`src/rtl/qlw_pkg.sv`:
```
package qlw_pkg;

    localparam int NQ      = 4;
    localparam int Q_CMD   = 0;
    localparam int Q_RCV   = 1;
    localparam int Q_TTX   = 2;
    localparam int Q_ACQ   = 3;
    localparam int NSTICKY = 5;
    localparam int NIRQ    = 6;

    // sticky interrupt bit positions
    localparam int I_CMD_LOW = 0;
    localparam int I_RCV_HI  = 1;
    localparam int I_CMD_OVF = 2;
    localparam int I_RCV_OVF = 3;
    localparam int I_TTX_OVF = 4;

    function automatic int unsigned rcv_mark(input logic [2:0] code);
        case (code)
            3'd0:    return 1;
            3'd1:    return 4;
            3'd2:    return 8;
            3'd3:    return 16;
            default: return 30;
        endcase
    endfunction

    function automatic int unsigned cmd_mark(input logic [1:0] code);
        case (code)
            2'd0:    return 1;
            2'd1:    return 4;
            2'd2:    return 8;
            default: return 16;
        endcase
    endfunction

endpackage

```
`src/rtl/qlw_level_ctr.sv`:
```
module qlw_level_ctr #(
    parameter int DEPTH = 64,
    parameter int LVL_W = $clog2(DEPTH + 1)
) (
    input  logic             clk_i,
    input  logic             rst_ni,
    input  logic             push_i,
    input  logic             pop_i,
    input  logic             flush_i,
    output logic [LVL_W-1:0] level_o,
    output logic [LVL_W-1:0] level_nxt_o,
    output logic             full_o,
    output logic             empty_o,
    output logic             ovf_o
);

    localparam logic [LVL_W-1:0] TOP = LVL_W'(DEPTH);

    typedef struct packed {
        logic [LVL_W-1:0] level;
    } ctr_t;

    ctr_t ctr_d, ctr_q;
    logic full, empty, push_ok, pop_ok;

    always_comb begin
        ctr_d   = ctr_q;
        full    = (ctr_q.level == TOP);
        empty   = (ctr_q.level == '0);
        push_ok = push_i && !full;
        pop_ok  = pop_i && !empty;
        if (flush_i) begin
            ctr_d.level = '0;
        end else begin
            ctr_d.level = ctr_q.level + LVL_W'(push_ok) - LVL_W'(pop_ok);
        end
    end

    always_ff @(posedge clk_i or negedge rst_ni) begin
        if (!rst_ni) ctr_q <= '0;
        else         ctr_q <= ctr_d;
    end

    assign level_o     = ctr_q.level;
    assign level_nxt_o = ctr_d.level;
    assign full_o      = full;
    assign empty_o     = empty;
    assign ovf_o       = push_i && full && !flush_i;

    a_r1_bound: assert property (@(posedge clk_i) disable iff (!rst_ni)
        level_o <= TOP);
    a_r3_flush_empties: assert property (@(posedge clk_i) disable iff (!rst_ni)
        flush_i |=> empty_o);
    a_r7_drop_at_full: assert property (@(posedge clk_i) disable iff (!rst_ni)
        (push_i && full_o && !pop_i && !flush_i) |=> full_o);

endmodule

```
`src/rtl/qlw_irq_reg.sv`:
```
module qlw_irq_reg #(
    parameter int W = 5
) (
    input  logic         clk_i,
    input  logic         rst_ni,
    input  logic [W-1:0] set_i,
    input  logic [W-1:0] clr_i,
    output logic [W-1:0] state_o
);

    typedef struct packed {
        logic [W-1:0] bits;
    } irq_t;

    irq_t irq_d, irq_q;

    always_comb begin
        irq_d      = irq_q;
        irq_d.bits = (irq_q.bits & ~clr_i) | set_i;
    end

    always_ff @(posedge clk_i or negedge rst_ni) begin
        if (!rst_ni) irq_q <= '0;
        else         irq_q <= irq_d;
    end

    assign state_o = irq_q.bits;

    a_r9_hold: assert property (@(posedge clk_i) disable iff (!rst_ni)
        (|(state_o & ~clr_i)) |=> ((state_o & $past(state_o & ~clr_i)) == $past(state_o & ~clr_i)));
    a_r9_set_wins: assert property (@(posedge clk_i) disable iff (!rst_ni)
        (|set_i) |=> ((state_o & $past(set_i)) == $past(set_i)));

endmodule

```
`src/rtl/queue_watermark_irq.sv`:
```
module queue_watermark_irq
    import qlw_pkg::*;
#(
    parameter int DEPTH = 64,
    parameter int LVL_W = $clog2(DEPTH + 1)
) (
    input  logic                  clk_i,
    input  logic                  rst_ni,
    input  logic [3:0]            push_i,
    input  logic [3:0]            pop_i,
    input  logic [3:0]            flush_i,
    input  logic [2:0]            rx_lvl_sel_i,
    input  logic [1:0]            cmd_lvl_sel_i,
    input  logic [4:0]            irq_clr_i,
    output logic [4*LVL_W-1:0]    level_o,
    output logic [3:0]            full_o,
    output logic [3:0]            empty_o,
    output logic [5:0]            irq_o
);

    logic [LVL_W-1:0]   lvl_q   [NQ];
    logic [LVL_W-1:0]   lvl_n   [NQ];
    logic [NQ-1:0]      ovf;
    logic [LVL_W-1:0]   rcv_thr, cmd_thr;
    logic [NSTICKY-1:0] set_vec, sticky;

    for (genvar q = 0; q < NQ; q++) begin : g_q
        qlw_level_ctr #(.DEPTH(DEPTH), .LVL_W(LVL_W)) u_ctr (
            .clk_i      (clk_i),
            .rst_ni     (rst_ni),
            .push_i     (push_i[q]),
            .pop_i      (pop_i[q]),
            .flush_i    (flush_i[q]),
            .level_o    (lvl_q[q]),
            .level_nxt_o(lvl_n[q]),
            .full_o     (full_o[q]),
            .empty_o    (empty_o[q]),
            .ovf_o      (ovf[q])
        );
        assign level_o[q*LVL_W +: LVL_W] = lvl_q[q];
    end

    // crossing detection compares present and next level against one watermark
    always_comb begin
        rcv_thr = LVL_W'(rcv_mark(rx_lvl_sel_i));
        cmd_thr = LVL_W'(cmd_mark(cmd_lvl_sel_i));
        set_vec = '0;
        set_vec[I_RCV_HI]  = (lvl_n[Q_RCV] > rcv_thr) && !(lvl_q[Q_RCV] > rcv_thr);
        set_vec[I_CMD_LOW] = (lvl_n[Q_CMD] < cmd_thr) && !(lvl_q[Q_CMD] < cmd_thr);
        set_vec[I_CMD_OVF] = ovf[Q_CMD];
        set_vec[I_RCV_OVF] = ovf[Q_RCV];
        set_vec[I_TTX_OVF] = ovf[Q_TTX];
    end

    qlw_irq_reg #(.W(NSTICKY)) u_irq (
        .clk_i  (clk_i),
        .rst_ni (rst_ni),
        .set_i  (set_vec),
        .clr_i  (irq_clr_i),
        .state_o(sticky)
    );

    assign irq_o = {full_o[Q_ACQ], sticky};

    a_r5_rcv_rise: assert property (@(posedge clk_i) disable iff (!rst_ni)
        (level_o[Q_RCV*LVL_W +: LVL_W] > LVL_W'(rcv_mark(rx_lvl_sel_i)))
        && ($past(level_o[Q_RCV*LVL_W +: LVL_W]) <= LVL_W'(rcv_mark(rx_lvl_sel_i)))
        && $stable(rx_lvl_sel_i) |-> irq_o[I_RCV_HI]);
    a_r6_cmd_fall: assert property (@(posedge clk_i) disable iff (!rst_ni)
        (level_o[Q_CMD*LVL_W +: LVL_W] < LVL_W'(cmd_mark(cmd_lvl_sel_i)))
        && ($past(level_o[Q_CMD*LVL_W +: LVL_W]) >= LVL_W'(cmd_mark(cmd_lvl_sel_i)))
        && $stable(cmd_lvl_sel_i) |-> irq_o[I_CMD_LOW]);
    a_r7_ovf_flag: assert property (@(posedge clk_i) disable iff (!rst_ni)
        (push_i[Q_TTX] && full_o[Q_TTX] && !flush_i[Q_TTX]) |=> irq_o[I_TTX_OVF]);
    a_r8_acq_full: assert property (@(posedge clk_i) disable iff (!rst_ni)
        $rose(full_o[Q_ACQ]) |-> irq_o[5]);

endmodule

```
`config.mk`:
```
export PLATFORM = sky130hd
export DESIGN_NAME = queue_watermark_irq
export DESIGN_NICKNAME = d
export VERILOG_FILES = /design/src/rtl/qlw_pkg.sv /design/src/rtl/qlw_level_ctr.sv /design/src/rtl/qlw_irq_reg.sv /design/src/rtl/queue_watermark_irq.sv
export SDC_FILE = /design/constraint.sdc
export NUM_CORES = 1
export LEC_CHECK = 0
export CORE_ASPECT_RATIO = 0.75
export CORE_UTILIZATION = 38
export DETAILED_ROUTE_END_ITERATION = 6
export GPL_TIMING_DRIVEN = 0
export SETUP_SLACK_MARGIN = 0.15
export SLEW_MARGIN = 20
export SYNTH_ARGS = -nofsm -noshare
export SYNTH_HDL_FRONTEND = slang
export SYNTH_SLANG_ARGS = --single-unit
export TNS_END_PERCENT = 20
```
`constraint.sdc`:
```
create_clock -name clk_i -period 4.59 [get_ports clk_i]
set_input_delay 0.918 -clock clk_i [delete_from_list [all_inputs] [get_ports clk_i]]
set_output_delay 0.918 -clock clk_i [all_outputs]
set_load 0.05 [all_outputs]
```
Word-level counts from Yosys, hierarchy flattened. Index checks and enable logic that the tools add are counted.

$add $sub $neg: 8. Magnitude comparators: 4. Eq/ne operators: 9. Muxes and demuxes: 6. Bitwise operators: 3. Reduce and logical (&&, ||, !) cells: 35.

Operators by type and width (count): $add A7 B1 Y7 (4); $eq A7 B7 Y1 const B (4); $logic_not A7 Y1 (4); $mux W7 (4); $sub A7 B1 Y7 (4); $pmux W5 S4 (1); $logic_and A1 B1 Y1 (16); $pmux W5 S3 (1); $gt A7 B7 Y1 (2); $lt A7 B7 Y1 (2); $logic_not A1 Y1 (13); $eq A3 B2 Y1 const B (2); $and A5 B5 Y5 (1); $not A5 Y5 (1); $or A5 B5 Y5 (1); $eq A3 B1 Y1 const B (1); $logic_not A3 Y1 (1); $eq A2 B1 Y1 const B (1); $eq A2 B2 Y1 const B (1); $logic_not A2 Y1 (1).

Flip-flop bits (word level): 33. Input port bits: 24. Output and inout bits: 42.

Longest topological paths before layout.
Depth after elaboration: 9. Gate-level depth with buffers: 19.

Hierarchy. From an unflattened synthesis, not the netlist that was laid out.

Cells, all modules: 327. Area, all modules: 3049.2 µm².

By module, submodules not included: qlw_level_ctr at g_q[0].u_ctr ... (instances 3, cells an instance 64, area each 616.8 µm², seq. area each 175.2 µm²); qlw_level_ctr at g_q[2].u_ctr (instances 1, cells an instance 68, area each 608.1 µm², seq. area each 175.2 µm²); queue_watermark_irq (instances 1, cells an instance 52, area each 409.1 µm², seq. area each 0.0 µm²); qlw_irq_reg (instances 1, cells an instance 15, area each 181.4 µm², seq. area each 125.1 µm²).

Least setup slack after synthesis. No wires, ideal clock.

Path kind: register to register. Start point: register g_q[1].u_ctr.ctr_q, in the netlist g_q[1].u_ctr.level_o[5]. End point: register u_irq.irq_q, in the netlist u_irq.state_o[1]. Arrival time: 3.559 ns. Required time: 4.464 ns. Path slack: 0.905 ns. Cell stages (with the launch flop): 18. Buffers on the path: 0. Path through: dfrtp_1 -> inv_1 -> ha_1 -> and4_1 -> nor2b_1 -> ha_1 -> inv_1 -> ha_1 -> inv_1 -> fa_1 -> and2b_2 -> nor3_1 -> ha_1 -> o21ai_0 -> a21oi_1 -> nor3_1 -> o21ai_0 -> o32a_1.

RTL lines: start: declaration (line qlw_level_ctr.sv:23) `ctr_t ctr_d, ctr_q;`; start signal: assignment (line qlw_level_ctr.sv:41) `else ctr_q <= ctr_d;`; end signal: assignment (line qlw_irq_reg.sv:24) `else irq_q <= irq_d;`; end: declaration (line qlw_irq_reg.sv:15) `irq_t irq_d, irq_q;`.

==> flow_summary_export.csv <==
group,metric,value,unit
logic_synthesis,yosys_warnings,0,
cts,cts_root_buffer,"clkbuf_8",
grt,antenna_found_initial,0,
drt,ant_nets,0,
setup_path,reg2reg_depth,17,
setup_path,rrSetupSlack,0.82,ns
logic_synthesis,synth_area,2970,sq um
cts,clk_path_buf_depth,2,
logic_synthesis,ys.flop_type,"dfrtp_1",
logic_synthesis,synth.yosys.seq_area_share,27.8,%
setup_path,end_kind,"flop",
final_layout,nets,487,
final_layout,layout-drive-gt1-share,5.93,%
setup_path,crit-reg2reg-launch,"g_q[1].u_ctr.level_o[4]$_DFF_PN0_",
timing,finalHoldViolations,0,
setup_path,cp.required,4.75,ns
logic_synthesis,yosysTopAreaCell,"dfrtp_1",
setup_path,crit_path_frequent_cell,"ha_1",
final_layout,multi_input_comb_area,1870,sq um
grt,grt_overflow,0,
logic_synthesis,netlist_top_cells_area,"dfrtp_1, ha_1, inv_1",
setup_path,cp.arrival,4.08,ns
grt,first_global_vias,2454,
placed_design,io_buffer_count,65,
cts,cts.sinks,33,
logic_synthesis,syn-mean-instance-area,8.96,sq um
grt,grt_max_degree,21,
logic_synthesis,yosysTopAreaCellShare,27.8,%
drt,drc,0,
grt,grt_usage,16.8,%
setup_path,cp_max_fo,3,
drt,num_vias,2458,
cts,cts_setup_buffers,0,
cts,path_clk_slew,0.08,ns
job,maxCapViolCount,0,
logic_synthesis,synthCells,331,
floorplanning,die_h,78.5,um
cts,cts_tree,"built",
outcome,status,"completed",
logic_synthesis,syn-num-nets,414,
timing,worst_pin_slew,0.512,ns
drt,detail_route.wirelength,6.61,mm
placed_design,place_congestion,0.838,
setup_path,worstSetupStartpointType,"primary input",
setup_path,worst-setup-path-type,"in2reg",
timing,maxSlewHeadroom,65.7,%
cts,cts-htree-levels,2,
cts,hold_buffers,0,
floorplanning,placementRows,27,
drt,vias_per_cell,4.86,
timing,setup_tns,0,ns
drt,wire_per_inst,13.1,um
setup_path,crit_start,"pop_i[1]",
setup_path,cp_cell_sequence,"clkdlybuf4s50_1, nor2b_1, ha_1, inv_1, ha_1, inv_1, fa_1, and2b_2, nor3_1, ha_1, o21ai_0, a21oi_1, nor3_1, o21ai_0, o32a_1",
timing,skew,0.00682,ns
logic_synthesis,async_reset_ff_share,100,%
setup_path,crit_path_top_delay_cell,"clkdlybuf4s50_1",
drt,drtPass1Iterations,4,
setup_path,max_stage_delay,0.45,ns
logic_synthesis,ys_types,45,
floorplanning,die_x,104,um
cts,cts_resized,0,
floorplanning,pin_count,66,
drt,drt_iter0_drc,55,
final_layout,fillers,719,
final_layout,synthToLayoutAreaGrowth,29.9,%
logic_synthesis,synth-edff-count,0,
timing,rsz0062_at_grt,"no",
timing,period_share,85.5,%
grt,grt_pass1_wl,11.2,mm
min_path,hp-class,"reg2reg",
logic_synthesis,ys_seq_elements,33,
timing,post-route-min-period,3.92,ns
timing,slew_viol_final,0,
timing,max_freq,255,MHz
floorplanning,core,7430,sq um
cts,clock_latency,0.28,ns
setup_path,r2r_end,"u_irq.state_o[1]$_DFF_PN0_",
final_layout,regArea,826,sq um
final_layout,antenna_cells,0,
placed_design,dpl.hpwl,5.33,mm
floorplanning,dieArea,8170,sq um
timing,setup_violations,0,
floorplanning,start_util,39.9,%
cts,cts_made_buffers,5,
setup_path,critPathCapture,"u_irq.state_o[1]$_DFF_PN0_",
==> cell usage after synthesis (5+ instances only) <==
cell,instances
ha_1,55
inv_1,51
dfrtp_1,33
nor2_1,27
nor2b_1,17
a21oi_1,14
nand3_1,12
xnor2_1,11
buf_4,9
nand2b_1,8
nor3_1,8
nand4_1,7
o21bai_1,7
a31oi_1,6
o21ai_0,6
nand2_1,5
nor4_1,5
or4_1,5
==> cell usage in the layout, fill, tap and decap left out, types with 3 or more instances in the layout <==
master	synthesis	final
clkbuf_8	0	5
clkbuf_1	4	4
a211oi_1	3	3
nor4_1	5	5
or4_1	5	5
nor2b_1	17	17
clkdlybuf4s50_1	0	64
nand4_1	7	7
buf_4	9	9
a31oi_1	6	6
nand2_1	5	5
nand3_1	12	12
o21bai_1	7	7
a21oi_1	14	14
o21ai_0	6	6
a21o_1	4	4
nand2b_1	8	8
nor2_1	27	27
fa_1	4	4
ha_1	55	55
and4_1	3	3
xnor2_1	11	11
dfrtp_1	33	33
and2_1	3	3
inv_1	51	51
nor3_1	8	8
==> layout make-up <==
type                       count  share of cell area [%]
clock buffer                   5                    1.79
timing repair buffer          66                    17.5
inverter                      51                    4.97
clock inverter                 3                   0.455
sequential                    33                    21.4
tap                          101                    3.28
multi-input combinational    234                    48.5
buffer                        13                    2.14
==> sequential cells by signal, summed over array words and instances (netlist names) <==
name and count:
u_irq.state_o 5, g_q.u_ctr.level_o 28
==> critical path, delay by kind of cell <==
family	cells	cell delay, ns
buf+inv	3	0.58
compound gates	4	0.68
fa+ha+maj	4	1.15
simple gates	4	0.76
==> worst min-delay path by stage <==
stage | startpoint | to | slack [ns] | cells after the start
2_1_floorplan | rst_ni | g_q[0].u_ctr.level_o[0]$_DFF_PN0_ | 0.62 | 0
3_3_place_gp | u_irq.state_o[4]$_DFF_PN0_ | u_irq.state_o[4]$_DFF_PN0_ | 0.48 | 1
3_5_place_dp | u_irq.state_o[0]$_DFF_PN0_ | u_irq.state_o[0]$_DFF_PN0_ | 0.47 | 2
4_1_cts | u_irq.state_o[4]$_DFF_PN0_ | u_irq.state_o[4]$_DFF_PN0_ | 0.50 | 1
5_1_grt | u_irq.state_o[4]$_DFF_PN0_ | u_irq.state_o[4]$_DFF_PN0_ | 0.52 | 1
6_report | u_irq.state_o[4]$_DFF_PN0_ | u_irq.state_o[4]$_DFF_PN0_ | 0.50 | 1
==> routing by layer <==
layer | vias up | wire length, um | share of wire [%] | global-route usage [%]
li1 | 1290 | - | - | -
met1 | 1127 | 3580 | 54 | 23.2
met2 | 39 | 2820 | 43 | 27.5
met3 | 2 | 188 | 2.8 | 3.57
met4 | 0 | 19 | 0.29 | 2.57
met5 | - | 0 | 0 | 0
==> cells by family (layout without fill, tap and decap cells) <==
| logic type | count (synthesis) | in the layout | synth area share (%) |
|---|---|---|---|
| mux | 2 | 2 | 0.886 |
| xor+xnor | 11 | 11 | 3.25 |
| compound gates | 56 | 56 | 13.1 |
| buf+inv | 64 | 138 | 9.24 |
| flops | 33 | 33 | 27.8 |
| fa+ha+maj | 59 | 59 | 25.9 |
| simple gates | 106 | 106 | 19.8 |
==> metrics by stage <==
stage	worst slack, ns	area (sq um)	instances	util, %	hold slack, ns
detailed placement	0.421	3770	498	50.7	0.474
floorplan	0.905	2970	331	-	0.622
finish	0.667	3850	506	51.8	0.497
global route	0.524	3850	506	51.8	0.517
global placement	0.403	3740	497	50.4	0.480
CTS	0.674	3850	506	51.8	0.502
Power is left out: the tool's default activity adds up to more than one toggle a clock period on the data nets, which glitch-free logic cannot reach.
